$ cat src/rtl/smb_pec_unit.sv
module smb_pec_unit #(
  parameter int          LEN_W    = 8,
  parameter logic [6:0]  ARA_ADDR = 7'h0C,
  parameter logic [6:0]  HH_ADDR  = 7'h08
) (
  input  logic             clk,
  input  logic             rst_n,
  input  logic             pec_en,
  input  logic             rx_mode,
  input  logic             len_load,
  input  logic [LEN_W-1:0] len_value,
  input  logic             bit_stb,
  input  logic             bit_val,
  input  logic             crc_clr,
  input  logic [6:0]       own_addr,
  input  logic             ara_en,
  input  logic             hh_en,
  input  logic [6:0]       addr_in,
  output logic             addr_hit,
  output logic [7:0]       crc_out,
  output logic [LEN_W-1:0] cnt_left,
  output logic             tx_pec_sel,
  output logic [7:0]       tx_pec_byte,
  output logic             resp_valid,
  output logic             resp_nak,
  output logic             pec_err
);

  logic [7:0]       crc, crc_nx, snap;
  logic [2:0]       bitpos;
  logic [LEN_W-1:0] cnt;
  logic             byte_done, pec_phase, bad_pec;

  assign crc_nx    = {crc[6:0], 1'b0} ^ ((crc[7] ^ bit_val) ? 8'h07 : 8'h00);
  assign byte_done = bit_stb && !crc_clr && (bitpos == 3'd7);
  assign pec_phase = pec_en && (cnt == '0);
  assign bad_pec   = byte_done && rx_mode && pec_phase && (crc_nx != 8'h00);

  assign addr_hit    = (addr_in == own_addr) ||
                       (ara_en && addr_in == ARA_ADDR) ||
                       (hh_en  && addr_in == HH_ADDR);
  assign crc_out     = crc;
  assign cnt_left    = cnt;
  assign tx_pec_sel  = pec_phase && !rx_mode;
  assign tx_pec_byte = snap;

  always_ff @(posedge clk or negedge rst_n) begin
    if (!rst_n) begin
      crc        <= 8'h00;
      snap       <= 8'h00;
      bitpos     <= 3'd0;
      cnt        <= '0;
      resp_valid <= 1'b0;
      resp_nak   <= 1'b0;
      pec_err    <= 1'b0;
    end else begin
      if (crc_clr) begin
        crc    <= 8'h00;
        snap   <= 8'h00;
        bitpos <= 3'd0;
      end else if (bit_stb) begin
        crc    <= crc_nx;
        bitpos <= bitpos + 3'd1;
        if (byte_done) snap <= crc_nx;
      end
      if (len_load) begin
        cnt    <= len_value;
        bitpos <= 3'd0;
      end else if (byte_done && cnt != '0) begin
        cnt <= cnt - 1'b1;
      end
      resp_valid <= byte_done && rx_mode;
      resp_nak   <= bad_pec;
      pec_err    <= pec_err | bad_pec;
    end
  end


  err_sticky_chk: assert property (@(posedge clk) disable iff (!rst_n)
    pec_err |=> pec_err);


  err_with_nak_chk: assert property (@(posedge clk) disable iff (!rst_n)
    $rose(pec_err) |-> (resp_valid && resp_nak));


  nak_needs_valid_chk: assert property (@(posedge clk) disable iff (!rst_n)
    resp_nak |-> resp_valid);


  clr_zero_chk: assert property (@(posedge clk) disable iff (!rst_n)
    crc_clr |=> (crc_out == 8'h00));


  cnt_step_chk: assert property (@(posedge clk) disable iff (!rst_n)
    (byte_done && !len_load && cnt_left != '0) |=> (cnt_left == $past(cnt_left) - 1'b1));


  no_pec_sel_chk: assert property (@(posedge clk) disable iff (!rst_n)
    !pec_en |-> !tx_pec_sel);

endmodule

$ cat config.mk
export PLATFORM = sky130hd
export DESIGN_NAME = smb_pec_unit
export DESIGN_NICKNAME = d
export VERILOG_FILES = /design/src/rtl/smb_pec_unit.sv
export SDC_FILE = /design/constraint.sdc
export NUM_CORES = 1
export LEC_CHECK = 0
export BUFFER_PORTS_ARGS = -buffer_cell sky130_fd_sc_hd__buf_2
export CAP_MARGIN = 15
export CORE_ASPECT_RATIO = 0.8
export CORE_UTILIZATION = 52
export DETAILED_ROUTE_END_ITERATION = 16
export HOLD_SLACK_MARGIN = 0.02
export PLACE_DENSITY = 0.84
export RECOVER_POWER = 50
export SYNTH_ARGS = -nofsm -noshare
export SYNTH_HDL_FRONTEND = slang
export SYNTH_SLANG_ARGS = --single-unit
$ cat constraint.sdc
create_clock -name clk -period 4.05 [get_ports clk]
set_input_delay 0.2025 -clock clk [delete_from_list [all_inputs] [get_ports clk]]
set_output_delay 0.2025 -clock clk [all_outputs]
set_load 0.02 [all_outputs]
==> results.json <==
{
  "synthMuxAreaShare_pct": 7.11,
  "synth-simple-area-share_pct": 18.4,
  "violations": "max-capacitance violations, max-slew violations",
  "wl_per_cell_um": 13.9,
  "synth.distinct_cells": 37,
  "syn-cell-area_um2": 1570,
  "ys_top_cells_by_count": "dfrtp_1 (30), nand2_1 (23), nor2_1 (11)",
  "yosys_warnings": 0,
  "holdWs_ps": 130,
  "fin_ws_ps": 1820,
  "port_buffers": 60,
  "via_count": 1371,
  "worst_pin_slew_ps": 1550,
  "outcome": "complete, but fails checks",
  "peakVddDrop_uv": 206,
  "setup_tns_ps": 0,
  "die-area_um2": 3230,
  "synth_xor_area_share_pct": 8.95,
  "yosys.area.top_type": "dfrtp_1",
  "synth_top_cell_area_share_pct": 48.0,
  "grt_setup_unrepaired": "false",
  "fin_crit_ps": 2230,
  "timing.slew.headroom_pct": -3.08,
  "fin_area_um2": 1960,
  "cp.required_ps": 3850,
  "place_inst": 247,
  "fill_cells": 231,
  "yosysMostFrequentCell": "dfrtp_1",
  "ys.flop_type": "dfrtp_1",
  "start_util_pct": 55.7,
  "synth_top_family_by_area": "simple AND/OR/NAND/NOR gates",
  "fin_skew_ps": 2.32,
  "cts_tree": "yes",
  "cts_made_buffers": 5,
  "grt_pass1_wl_mm": 5.75,
  "cts.sinks": 30,
  "synth-seq-cells": 30,
  "dp_slack_ps": 1980,
  "hpwl_mm": 2.64,
  "clock_latency_ps": 280,
  "clkTransAtPathRegs_ps": 60,
  "synth-edff-count": 0,
  "drt-pass1-iter-count": 4,
  "synth-adder-area-share_pct": 4.00,
  "worst-endpoint-arrival_ps": 2020,
  "setup_viol": 0,
  "grt_overflow_total": 0,
  "post_cts_buffers": 0,
  "grt_max_degree": 31,
  "cap_violations": 1,
  "place_area_um2": 1880,
  "async_reset_ff_share_pct": 100,
  "synth_area_leaders": "dfrtp_1 (48%), mux2i_1 (6.4%), xnor2_1 (5.6%), nand2_1 (5.5%), ha_1 (4.0%)",
  "syn_nets": 193,
  "synth_compound_area_share_pct": 10.4,
  "rows": 17,
  "hold_viol_final": 0,
  "drc": 0,
  "grt_pass1_vias": 1259,
  "slew_violations": 31,
  "avgSynthCellArea_um2": 10.0,
  "worstSetupPathType": "register to output port",
  "ys_seq_area_share_pct": 48.0,
  "p_leak_nw": 0.945,
  "cts_root_buf": "clkbuf_8",
  "cts_htree_levels": 2,
  "power.density_nw_per_um2": 337,
  "die_h_um": 51.1,
  "drive_gt1_share_pct": 28.2,
  "fin_crit_sh_pct": 55.0,
  "cts_max_path_buffers": 2,
  "n_antenna_cell": 0,
  "io_pins": 61,
  "critPathLaunchType": "register",
  "max_freq_ghz": 0.449,
  "synthCells": 156,
  "fp.dieW_um": 63.3,
  "fin_cells": 254,
  "area_growth_pct": 25.2,
  "vias_per_cell": 5.40,
  "fin_nets": 254,
  "grt_use_total_pct": 23.4,
  "core_area_um2": 2810,
  "drt_wl_total_mm": 3.53,
  "holdCritPathClass": "input pin to register",
  "worst_setup_path_end_kind": "output port",
  "path_max_fanout": 4,
  "antenna_found_initial": 0,
  "gp_congestion": 0.839,
  "ant_nets": 0,
  "drt_iter0_markers": 37
}
[placed cells by master (no fill, tap or decap), types with 2 or more instances in the layout]
master    netlist  layout
ha_1            5       5
o31a_1          2       2
xnor2_1        10      10
a21oi_1         8       8
xor2_1          6       6
o21ai_1         3       3
or4b_2          2       2
dfrtp_1        30      30
a211oi_1        3       3
nand2_1        23      23
inv_1           5       5
nor4_1          4       4
clkbuf_8        0       6
nor2_1         11      11
o21ai_0         4       4
mux2i_1        10      10
clkbuf_1        4      12
buf_2           1      48
nor3_1          6       6
[layout make-up]
cell class	instances	area, µm²	area share [%]
multi-input combinational	114	764	39.0
inverter	5	18.8	0.958
timing repair buffer	61	295	15.1
sequential	30	751	38.3
clock buffer	6	82.6	4.21
tap	38	47.5	2.43
[cell families (layout without fill, tap and decap cells)]
kind of cell,count (synthesis),in the layout
adder cells (fa/ha/maj),5,5
XOR/XNOR,16,16
AO/OA/AOI/OAI,25,25
flip-flops,30,30
buffers and inverters,12,72
AND/OR/NAND/NOR,57,57
multiplexers,11,11
[timing repair]
action,in CTS,in global routing
gates resized for setup,0,0
hold endpoints to repair,30,0
hold buffers,1,0
[stage by stage]
stage | utilization (%) | power [W]
after floorplan | - | 0.000389
after global placement | 67.0 | 0.000428
after detailed placement | 67.0 | 0.000433
after CTS | 70.3 | 0.000666
after global routing | 69.8 | 0.000687
final | 69.8 | 0.000660
[sequential cells by signal, summed over array words and instances, names as in the netlist]
name and count:
resp_nak 1, crc_out 8, resp_valid 1, bitpos 3
cnt_left 8, pec_err 1, tx_pec_byte 8
[layer usage]
layer | vias to the layer above | global-route usage, % | wire, µm | part of all wire (%)
li1 | 663 | - | - | -
met3 | 5 | 7.37 | 204 | 5.8
met5 | - | 0 | 0 | 0
met4 | 0 | 7.95 | 48 | 1.4
met2 | 43 | 38.7 | 1680 | 47
met1 | 660 | 29.3 | 1600 | 45
[path summary, 6_finish.rpt]
check                                  start        endpoint  slack [ps]  cells past startpoint
min in group asynchronous              rst_n     cnt_left[0]         850                      2
worst max register to register    crc_out[7]         pec_err        1980                      5
worst max-delay path             cnt_left[0]      tx_pec_sel        1820                      6
max in group asynchronous              rst_n  tx_pec_byte[3]        2300                      2
worst min register to register       pec_err         pec_err         500                      2
worst min-delay path            len_value[4]     cnt_left[4]         130                      3
[critical path, stage by stage (launching register included)]
cell and delay, ps:
dfrtp_1 410, inv_1 130, ha_1 180, nor3b_1 500, nand3_1 230, nor2_1 130, buf_2 170
[report_power, final]
| part | switching [W] | total (W) | internal (W) |
|---|---|---|---|
| Sequential | 0.0000157 | 0.000326 | 0.000311 |
| Combinational | 0.0000584 | 0.000102 | 0.0000434 |
| Clock | 0.000101 | 0.000232 | 0.000131 |
(Power assumes the default switching activity.)
